### src/rtl/ptw_pkg.sv
// Shared types for the page table walker: fault codes and entry/access bit positions.
package ptw_pkg;

    typedef enum logic [2:0] {
        FLT_NONE     = 3'd0,
        FLT_ACCESS   = 3'd1,
        FLT_NOTVALID = 3'd2,
        FLT_ON_READ  = 3'd3,
        FLT_ON_WRITE = 3'd4,
        FLT_ON_EXEC  = 3'd5
    } fault_e;

    localparam int unsigned ACC_R = 0;
    localparam int unsigned ACC_W = 1;
    localparam int unsigned ACC_X = 2;

    localparam int unsigned PTE_VALID  = 0;
    localparam int unsigned PTE_FO_LSB = 1;
    localparam int unsigned PTE_RD_LSB = 8;
    localparam int unsigned PTE_WR_LSB = 12;

endpackage

### src/rtl/ptw_precheck.sv
// Front-end resolver for the walker. It settles bypass, non-canonical and
// superpage requests combinationally, so they need no table reads.
// Assumes the superpage field and relocation positions sit below IMPL_VA_BITS.
module ptw_precheck
    import ptw_pkg::*;
#(
    parameter int unsigned VA_W         = 64,
    parameter int unsigned IMPL_VA_BITS = 43,
    parameter int unsigned MODE_W       = 2
) (
    input  logic [VA_W-1:0]   vaddr,
    input  logic [MODE_W-1:0] mode,
    input  logic              bypass,
    output logic              resolved,
    output fault_e            fault,
    output logic [VA_W-1:0]   paddr,
    output logic [2:0]        prot
);
    localparam int unsigned SP_SEL_LSB = IMPL_VA_BITS - 2;
    localparam int unsigned SP_KEEP    = IMPL_VA_BITS - 3;
    localparam int unsigned SP_DEST    = IMPL_VA_BITS;

    logic canonical;
    logic superpage;

    // Upper bits must all copy the sign bit.
    assign canonical = (&vaddr[VA_W-1:IMPL_VA_BITS]) | ~(|vaddr[VA_W-1:IMPL_VA_BITS]);
    // Negative address with selector field 2'b10.
    assign superpage = vaddr[VA_W-1] && (vaddr[SP_SEL_LSB +: 2] == 2'b10);

    // Resolve the request or hand it to the table walk.
    always_comb begin
        resolved = 1'b0;
        fault    = FLT_NONE;
        paddr    = '0;
        prot     = 3'b000;
        if (bypass) begin
            resolved = 1'b1;
            paddr    = vaddr;
            prot     = 3'b111;
        end else if (!canonical) begin
            resolved = 1'b1;
            fault    = FLT_ACCESS;
        end else if (superpage) begin
            resolved = 1'b1;
            if (mode != '0) begin
                fault = FLT_ACCESS;
            end else begin
                paddr[SP_KEEP-1:0] = vaddr[SP_KEEP-1:0];
                paddr[SP_DEST]     = vaddr[SP_KEEP];
                prot               = 3'b111;
            end
        end
    end

endmodule

### src/rtl/ptw_index_gen.sv
// Forms the table entry address for the current level: base + 8 * index.
// The level-0 index is the most significant field of the virtual page number.
module ptw_index_gen #(
    parameter int unsigned PA_W     = 64,
    parameter int unsigned IDX_BITS = 10,
    parameter int unsigned LEVELS   = 3,
    parameter int unsigned LVL_W    = 2
) (
    input  logic [LEVELS*IDX_BITS-1:0] vpn,
    input  logic [LVL_W-1:0]           level,
    input  logic [PA_W-1:0]            base,
    output logic [PA_W-1:0]            addr
);
    localparam int unsigned ENTRY_LG = 3;

    logic [IDX_BITS-1:0] idx_by_lvl [LEVELS];
    logic [IDX_BITS-1:0] idx_sel;

    genvar g;
    generate
        for (g = 0; g < LEVELS; g++) begin : g_field
            assign idx_by_lvl[g] = vpn[(LEVELS-1-g)*IDX_BITS +: IDX_BITS];
        end
    endgenerate

    // Pick the index field belonging to the active level.
    always_comb begin
        idx_sel = '0;
        for (int i = 0; i < LEVELS; i++) begin
            if (level == LVL_W'(i)) idx_sel = idx_by_lvl[i];
        end
    end

    assign addr = base + {{(PA_W-IDX_BITS-ENTRY_LG){1'b0}}, idx_sel, {ENTRY_LG{1'b0}}};

endmodule

### src/rtl/ptw_leaf_perm.sv
// Evaluates a last-level entry. It picks the mode's read and write enables,
// checks them against the needed access, then applies the fault-on mask.
module ptw_leaf_perm
    import ptw_pkg::*;
#(
    parameter int unsigned MODE_W = 2,
    localparam int unsigned NMODE = 1 << MODE_W
) (
    input  logic              valid,
    input  logic [2:0]        fo_bits,
    input  logic [NMODE-1:0]  rd_en,
    input  logic [NMODE-1:0]  wr_en,
    input  logic [MODE_W-1:0] mode,
    input  logic [2:0]        need,
    output fault_e            fault,
    output logic [2:0]        prot
);
    logic [2:0] granted;
    logic [2:0] masked;

    // Read enable also grants execute.
    assign granted = {rd_en[mode], wr_en[mode], rd_en[mode]};
    assign masked  = granted & ~fo_bits;

    // Classify the outcome; the fault-on priority is execute, write, read.
    always_comb begin
        fault = FLT_NONE;
        prot  = 3'b000;
        if (!valid) begin
            fault = FLT_NOTVALID;
        end else if ((need != 3'b000) && ((granted & need) == 3'b000)) begin
            fault = FLT_ACCESS;
        end else if ((need != 3'b000) && ((masked & need) == 3'b000)) begin
            if (need[ACC_X])      fault = FLT_ON_EXEC;
            else if (need[ACC_W]) fault = FLT_ON_WRITE;
            else                  fault = FLT_ON_READ;
        end else begin
            prot = masked;
        end
    end

endmodule

### src/rtl/pt_walker.sv
// Three-level page table walker. It runs one translation at a time.
// Requests that the front end resolves finish one cycle after acceptance.
// Others issue one entry read per level and finish one cycle after the last
// response. Assumes memory holds no more than one response per request.
module pt_walker
    import ptw_pkg::*;
#(
    parameter int unsigned VA_W         = 64,
    parameter int unsigned PAGE_BITS    = 13,
    parameter int unsigned IDX_BITS     = 10,
    parameter int unsigned LEVELS       = 3,
    parameter int unsigned MODE_W       = 2,
    parameter int unsigned PFN_W        = 32
) (
    input  logic              clk,
    input  logic              rst_n,
    input  logic              req_valid,
    input  logic [VA_W-1:0]   req_vaddr,
    input  logic [2:0]        req_need,
    input  logic [MODE_W-1:0] req_mode,
    input  logic              req_phys,
    input  logic [VA_W-1:0]   ptbr,
    output logic              mem_req_valid,
    output logic [VA_W-1:0]   mem_req_addr,
    input  logic              mem_rsp_valid,
    input  logic [VA_W-1:0]   mem_rsp_data,
    output logic              busy,
    output logic              done,
    output logic [VA_W-1:0]   done_paddr,
    output logic [2:0]        done_prot,
    output logic [2:0]        done_fault
);
    localparam int unsigned IMPL_VA_BITS = PAGE_BITS + LEVELS * IDX_BITS;
    localparam int unsigned VPN_W        = LEVELS * IDX_BITS;
    localparam int unsigned LVL_W        = (LEVELS > 1) ? $clog2(LEVELS) : 1;
    localparam int unsigned NMODE        = 1 << MODE_W;

    typedef enum logic [1:0] {S_IDLE, S_WALK, S_DONE} state_e;

    state_e                  state;
    logic [LVL_W-1:0]        level;
    logic [IMPL_VA_BITS-1:0] va_q;
    logic [2:0]              need_q;
    logic [MODE_W-1:0]       mode_q;
    logic [VA_W-1:0]         base_q;
    logic [VA_W-1:0]         res_paddr;
    logic [2:0]              res_prot;
    fault_e                  res_fault;

    logic                    pre_resolved;
    fault_e                  pre_fault;
    logic [VA_W-1:0]         pre_paddr;
    logic [2:0]              pre_prot;
    fault_e                  leaf_fault;
    logic [2:0]              leaf_prot;
    logic [VA_W-1:0]         frame;
    logic                    last_level;
    logic                    pte_unused;

    ptw_precheck #(
        .VA_W(VA_W), .IMPL_VA_BITS(IMPL_VA_BITS), .MODE_W(MODE_W)
    ) u_pre (
        .vaddr(req_vaddr), .mode(req_mode), .bypass(req_phys),
        .resolved(pre_resolved), .fault(pre_fault),
        .paddr(pre_paddr), .prot(pre_prot)
    );

    ptw_index_gen #(
        .PA_W(VA_W), .IDX_BITS(IDX_BITS), .LEVELS(LEVELS), .LVL_W(LVL_W)
    ) u_idx (
        .vpn(va_q[PAGE_BITS +: VPN_W]), .level(level),
        .base(base_q), .addr(mem_req_addr)
    );

    ptw_leaf_perm #(
        .MODE_W(MODE_W)
    ) u_leaf (
        .valid(mem_rsp_data[PTE_VALID]),
        .fo_bits(mem_rsp_data[PTE_FO_LSB +: 3]),
        .rd_en(mem_rsp_data[PTE_RD_LSB +: NMODE]),
        .wr_en(mem_rsp_data[PTE_WR_LSB +: NMODE]),
        .mode(mode_q), .need(need_q),
        .fault(leaf_fault), .prot(leaf_prot)
    );

    // Entry bits that play no part in translation.
    assign pte_unused = ^{mem_rsp_data[VA_W-PFN_W-1:PTE_WR_LSB+NMODE], mem_rsp_data[PTE_RD_LSB-1:PTE_FO_LSB+3]};

    // Next table base or page frame from the entry's upper field.
    assign frame      = {{(VA_W-PFN_W){1'b0}}, mem_rsp_data[VA_W-1 -: PFN_W]} << PAGE_BITS;
    assign last_level = (level == LVL_W'(LEVELS-1));

    // Sequence accept, per-level reads and the result pulse.
    always_ff @(posedge clk) begin
        if (!rst_n) begin
            state     <= S_IDLE;
            level     <= '0;
            va_q      <= '0;
            need_q    <= '0;
            mode_q    <= '0;
            base_q    <= '0;
            res_paddr <= '0;
            res_prot  <= '0;
            res_fault <= FLT_NONE;
        end else begin
            case (state)
                S_IDLE: begin
                    if (req_valid) begin
                        va_q   <= req_vaddr[IMPL_VA_BITS-1:0];
                        need_q <= req_need;
                        mode_q <= req_mode;
                        if (pre_resolved) begin
                            res_paddr <= pre_paddr;
                            res_prot  <= pre_prot;
                            res_fault <= pre_fault;
                            state     <= S_DONE;
                        end else begin
                            base_q <= ptbr;
                            level  <= '0;
                            state  <= S_WALK;
                        end
                    end
                end
                S_WALK: begin
                    if (mem_rsp_valid) begin
                        if (last_level) begin
                            res_fault <= leaf_fault;
                            res_prot  <= leaf_prot;
                            res_paddr <= (leaf_fault == FLT_NONE) ?
                                (frame | {{(VA_W-PAGE_BITS){1'b0}}, va_q[PAGE_BITS-1:0]}) : '0;
                            state     <= S_DONE;
                        end else if (!mem_rsp_data[PTE_VALID]) begin
                            res_fault <= FLT_NOTVALID;
                            res_prot  <= '0;
                            res_paddr <= '0;
                            state     <= S_DONE;
                        end else if (!mem_rsp_data[PTE_RD_LSB]) begin
                            res_fault <= FLT_ACCESS;
                            res_prot  <= '0;
                            res_paddr <= '0;
                            state     <= S_DONE;
                        end else begin
                            base_q <= frame;
                            level  <= level + 1'b1;
                        end
                    end
                end
                default: begin
                    state <= S_IDLE;
                end
            endcase
        end
    end

    assign busy          = (state != S_IDLE);
    assign done          = (state == S_DONE);
    assign mem_req_valid = (state == S_WALK);
    assign done_paddr    = res_paddr;
    assign done_prot     = res_prot;
    assign done_fault    = res_fault;

endmodule

### config.mk
export PLATFORM = sky130hd
export DESIGN_NAME = pt_walker
export DESIGN_NICKNAME = d
export VERILOG_FILES = /design/src/rtl/ptw_pkg.sv /design/src/rtl/ptw_precheck.sv /design/src/rtl/ptw_index_gen.sv /design/src/rtl/ptw_leaf_perm.sv /design/src/rtl/pt_walker.sv
export SDC_FILE = /design/constraint.sdc
export NUM_CORES = 1
export LEC_CHECK = 0
export ABC_CLOCK_PERIOD_IN_PS = 6500
export BUFFER_PORTS_ARGS = -buffer_cell sky130_fd_sc_hd__buf_2
export CAP_MARGIN = 10
export CORE_UTILIZATION = 30
export CTS_BUF_LIST = sky130_fd_sc_hd__clkbuf_4 sky130_fd_sc_hd__clkbuf_8
export CTS_CLUSTER_SIZE = 16
export DETAILED_ROUTE_END_ITERATION = 8
export GPL_TIMING_DRIVEN = 0
export PLACE_DENSITY = 0.6
export RECOVER_POWER = 100
export SLEW_MARGIN = 20
export SYNTH_ARGS = -nofsm -noshare
export SYNTH_HDL_FRONTEND = slang
export SYNTH_SLANG_ARGS = --single-unit
### constraint.sdc
create_clock -name clk -period 6.5 [get_ports clk]
set_input_delay 0.65 -clock clk [delete_from_list [all_inputs] [get_ports clk]]
set_output_delay 0.65 -clock clk [all_outputs]
set_load 0.02 [all_outputs]
==> impl_metrics.tcl, run 1 <==
set metrics [dict create \
    postLayoutSetupSlackWorst_ns 0.756 \
    final_cells 2074 \
    grt_pass1_wl_mm 59.2 \
    grt_pass1_vias 10200 \
    reg2reg_from "state[0]" \
    worstPathCellList "inv_1 -> ha_1 -> clkbuf_1 -> nand2_1 -> nor2_1 -> a21oi_1 -> o21ai_0 -> ha_1 -> inv_1 -> fa_1 -> nand2b_1 -> a21oi_1 -> o21ai_0 -> a2111oi_1 -> nand2_1 -> xnor2_1 -> buf_2" \
    vias 10900 \
    dr.pass1.iters 5 \
    fill_cells 3609 \
    min_from "ptbr[61]" \
    fin_crit_ns 5.74 \
    cts_root_buf "clkbuf_8" \
    period_share 0.884 \
    yosysTopAreaCellShare 0.374 \
    syn_inst 1281 \
    antenna_found_initial 8 \
    drt_iter0_drc 642 \
    avgSynthCellArea_um2 7.76 \
    clk_latency_ns 0.52 \
    rsz0062_at_grt "false" \
    critical_path.startpoint_type "flip-flop" \
    dp_hpwl_mm 32.2 \
    p_leak_nw 4.66 \
    synth-async-reset-ratio 0 \
    holdBufCountCts 0 \
    fp.dieH_um 184 \
    synthFlopType "dfxtp_1" \
    numPortBuffers 317 \
    ant_nets 0 \
    max_stage_delay_ns 1.05 \
    setup_viol 0 \
    ir_drop_uv 233 \
    worstSetupEndpointType "output port" \
    cts_tree "built" \
    yosysUniqueCellTypes 62 \
    area_growth_pct 23.3 \
    initial_core_util 0.305 \
    place_ws_ns 1.62 \
    max_freq_mhz 174 \
    cp_max_fo 10 \
    power_density_nw_per_um2 194 \
    synth_edf_count 0 \
    drc 0 \
    relSlewSlack -1.54 \
    startpoint "level[0]" \
    core-area_um2 32600 \
    wirelength_mm 40.3 \
    io_pins 339 \
    post-route-util 0.376 \
    syn_nets 1497 \
    rows 66 \
    reg2reg_slack_ns 1.79 \
    worstMarginPinSlew_ns 3.71 \
    synth.area.top_cells "dfxtp_1 (37%), nand2_1 (10%), a21oi_1 (7.1%), a311oi_2 (4.5%), a311oi_1 (4.1%)" \
    synth_largest_area_cell "dfxtp_1" \
    drv_cap 1 \
    dp_cells 2040 \
    ys_seq_elements 186 \
    ys_seq_area_frac 0.374 \
    slew_violations 7 \
    grtUsageTotal 0.233 \
    numClockSinks 186 \
    routedWlPerCell_um 19.5 \
    violations "capacitance limit, slew limit" \
    die_w_um 184 \
    cts_resized 0 \
    critPathSlowestCell "a2111oi_1" \
    die-area_um2 33900 \
    post_drt_via_cell_ratio 5.25 \
    htree_levels 4 \
    path_class "reg2out" \
    fin_nets 1833 \
    grt_remaining_overflow 0 \
    crit_required_ns 5.85 \
    hold_viol_final 0 \
    critPathArrivalTime_ns 5.09 \
    status "finished, violations left" \
    cts_buffers 17 \
    synth_area_um2 9950 \
    clk_path_buf_depth 2 \
    fin_tns_setup_ns 0 \
    timing.hold.ws_ns 0.370 \
    clk_pin_slew_worst_paths_ns 0.12 \
    drive_gt1_frac 0.161 \
    grt_max_degree 21 \
    post_cts_buffers 0 \
    place.gp.congestion 0.936 \
    hp-class "in2reg" \
    finClkSkew_ns 0.0221 \
    yosysWarnings 0 \
]
[registers in the layout, indices dropped and copies added, names as in the netlist]
| signal | cells |
|---|---|
| base_q | 64 |
| done_paddr | 64 |
| va_q | 43 |
| done_fault | 3 |
| done_prot | 3 |
| need_q | 3 |
| level | 2 |
| mode_q | 2 |
| state | 2 |
[metrics by stage]
stage | power, mW | area (um^2)
floorplan | 1.42 | 9950
global placement | 1.59 | 12100
detailed placement | 1.60 | 12100
CTS | 2.41 | 12500
global route | 2.48 | 12300
finish | 2.38 | 12300
[worst max-delay path: cells and delay by family (launching register included)]
family	cells	cell delay, ns
flops	1	0.33
fa+ha+maj	3	0.80
compound gates	5	1.94
xor+xnor	1	0.22
buf+inv	4	0.67
simple gates	4	0.61
[final cells by class]
| cell class | instances | area [um^2] | area share |
|---|---|---|---|
| inverter | 18 | 67.6 | 0.00551 |
| sequential | 186 | 3720 | 0.304 |
| buffer | 114 | 452 | 0.0368 |
| multi-input combinational | 963 | 5630 | 0.459 |
| timing repair buffer | 317 | 1420 | 0.116 |
| clock inverter | 15 | 176 | 0.0144 |
| clock buffer | 17 | 234 | 0.0191 |
| tap | 442 | 553 | 0.0451 |
| antenna | 2 | 5.00 | 0.000408 |
[Yosys cell counts, types with 2 or more instances]
cell type	number
nand3_1	56
buf_1	9
buf_4	6
a22oi_1	4
nor3b_1	3
or4_1	3
a211oi_1	6
a311oi_1	46
nor3_1	44
a21o_1	7
mux2i_1	17
o211ai_1	3
buf_6	6
nor4_1	8
a21oi_1	141
or3_1	2
nor2_1	42
o21ai_0	80
a311oi_2	30
clkbuf_1	87
xnor2_1	32
buf_2	6
ha_1	13
nand2b_1	4
o211a_1	2
o21ai_1	14
xor2_1	26
a21boi_0	3
nand2_1	272
nand4_1	52
nor2b_1	6
and2_1	5
inv_1	17
and4_1	5
dfxtp_1	186
and3_1	12
[worst paths after layout]
kind | to | cells past startpoint
setup / recovery | mem_req_addr[61] | 17
hold / removal | base_q[61] | 3
setup reg to reg | base_q[9] | 6
hold reg to reg | va_q[23] | 2
[kinds of logic (layout without fill, tap and decap cells)]
logic type | count (synthesis) | after routing | share of synthesized area
compound gates | 351 | 351 | 0.239
xor+xnor | 58 | 58 | 0.0511
fa+ha+maj | 14 | 14 | 0.0184
buf+inv | 132 | 481 | 0.0574
flops | 186 | 186 | 0.374
mux | 19 | 19 | 0.0205
other cells | 0 | 2 | 0
simple gates | 521 | 521 | 0.240
[routing by layer]
layer / global-route usage / routed length, um / up-vias
met5: 0 / 78 / -
met4: 0.0693 / 962 / 12
met3: 0.0576 / 3030 / 68
met2: 0.394 / 19000 / 413
met1: 0.289 / 17300 / 5117
li1: - / - / 5281
[power by group]
group          internal [mW]  switching (mW)
Sequential              1.19          0.0292
Combinational          0.118           0.230
Clock                  0.296           0.523
[cells in the final DEF (no fill, tap or decap), drive strengths merged, types with 12 or more instances in the layout]
| master | instances |
|---|---|
| a311oi | 76 |
| clkbuf | 246 |
| nand2 | 273 |
| o21ai | 94 |
| mux2i | 17 |
| nor2 | 44 |
| ha | 13 |
| and3 | 12 |
| nand3 | 56 |
| nand4 | 52 |
| dfxtp | 186 |
| a21oi | 141 |
| buf | 202 |
| inv | 25 |
| nor3 | 44 |
| xnor2 | 32 |
| xor2 | 26 |
(Power assumes the default switching activity.)
==> run 2, diff against run 1 <==
CORE_UTILIZATION = 57   (was 30)
PLACE_DENSITY = 0.95   (was 0.6)
==> impl_metrics.tcl, run 2 (same netlist as run 1, synthesis figures left out) <==
set metrics [dict create \
    status "finished, violations left" \
    violations "capacitance limit, slew limit" \
    cp_max_fo 10 \
    drive_gt1_frac 0.160 \
    layout_commonest_cell "nand2_1" \
    clk_path_buf_depth 2 \
    numPortBuffers 317 \
    rsz0062_at_grt "false" \
    grt_pass1_wl_mm 55.6 \
    ir_drop_uv 161 \
    wirelength_mm 36.6 \
    clk_pin_slew_worst_paths_ns 0.09 \
    drt_iter0_drc 1286 \
    p_leak_nw 4.62 \
    hold_viol_final 0 \
    grt_pass1_vias 10600 \
    post_cts_buffers 0 \
    grt_max_degree 17 \
    critical_path.startpoint_type "flip-flop" \
    period_share 0.869 \
    fin_crit_ns 5.65 \
    place.gp.congestion 0.987 \
    io_pins 339 \
    area_growth_pct 20.4 \
    postLayoutSetupSlackWorst_ns 0.851 \
    total_power_mw 2.36 \
    drc 0 \
    fp.dieH_um 134 \
    worstMarginPinSlew_ns 3.98 \
    clk_latency_ns 0.48 \
    cts_resized 0 \
    antenna_found_initial 5 \
    ant_nets 0 \
    dr.pass1.iters 8 \
    fin_tns_setup_ns 0 \
    worstSetupEndpointType "output port" \
    place_ws_ns 1.65 \
    drv_cap 1 \
    die_w_um 134 \
    cts_root_buf "clkbuf_8" \
    relSlewSlack -1.72 \
    htree_levels 4 \
    dp_hpwl_mm 28.2 \
    max_freq_mhz 177 \
    grt_remaining_overflow 0 \
    slew_violations 7 \
    path_class "reg2out" \
    initial_core_util 0.591 \
    numClockSinks 186 \
    cts_buffers 17 \
    critPathArrivalTime_ns 5.00 \
    post_drt_via_cell_ratio 6.28 \
    grtUsageTotal 0.396 \
    finClkSkew_ns 0.0110 \
    power_density_nw_per_um2 197 \
    timing.hold.ws_ns 0.408 \
    final_cell_mix "nand2_1 (272), clkbuf_1 (236), dfxtp_1 (186), buf_2 (185), a21oi_1 (141)" \
    fin_nets 1833 \
    rows 47 \
    vias 11600 \
    cts_tree "built" \
    die-area_um2 18000 \
    crit_required_ns 5.85 \
    setup_viol 0 \
    routedWlPerCell_um 19.7 \
    core-area_um2 16800 \
    holdBufCountCts 0 \
    hp-class "in2reg" \
]
==> run 2: metrics by stage <==
step | cells | utilization | area (um^2)
finish | 1854 | 0.712 | 12000
global route | 1852 | 0.711 | 12000
CTS | 1850 | 0.725 | 12200
detailed placement | 1818 | 0.702 | 11800
global placement | 1818 | 0.702 | 11800
floorplan | 1281 | - | 9950
==> run 2: report_power, final <==
group	switching [mW]	leakage, nW	internal (mW)
clock	0.442	0.191	0.352
sequential	0.0301	1.52	1.19
combinational	0.229	2.91	0.118
==> run 2: final timing paths <==
kind | slack (ns) | start | endpoint | cells after the start
setup reg to reg | 1.50 | state[0] | base_q[20] | 6
setup / recovery | 0.85 | level[0] | mem_req_addr[42] | 15
hold / removal | 0.41 | req_need[1] | need_q[1] | 3
hold reg to reg | 0.46 | va_q[2] | va_q[2] | 2
==> run 2: area by class of cell <==
cell class,count,area (um^2)
multi-input combinational,963,5630
fill,1457,4850
sequential,186,3720
timing repair buffer,317,1420
buffer,114,452
tap,220,275
clock buffer,18,248
clock inverter,14,145
inverter,18,67.6
antenna,4,10.0
==> run 2: worst max-delay path, cell delays in order, from the launching register on <==
cell      delay [ns]
dfxtp_1         0.33
inv_1           0.12
ha_1            0.17
clkbuf_1        0.33
nand2_1         0.10
nor2_1          0.11
a21oi_1         0.08
o21ai_0         0.43
ha_1            0.39
a21oi_1         0.55
o21ai_0         0.31
nor2_1          0.55
clkbuf_1        0.48
nor3_1          0.12
xor2_1          0.21
clkbuf_1        0.26
==> run 2: layer usage <==
metal  wire, um  part of all wire  GRT usage  vias to the layer above
li1           -                 -          -                     5277
met1      13600              0.37      0.486                     5379
met2      17100              0.47      0.667                      862
met3       4470              0.12     0.0896                      125
met4       1480             0.040      0.172                        0
met5          0                 0          0                        -
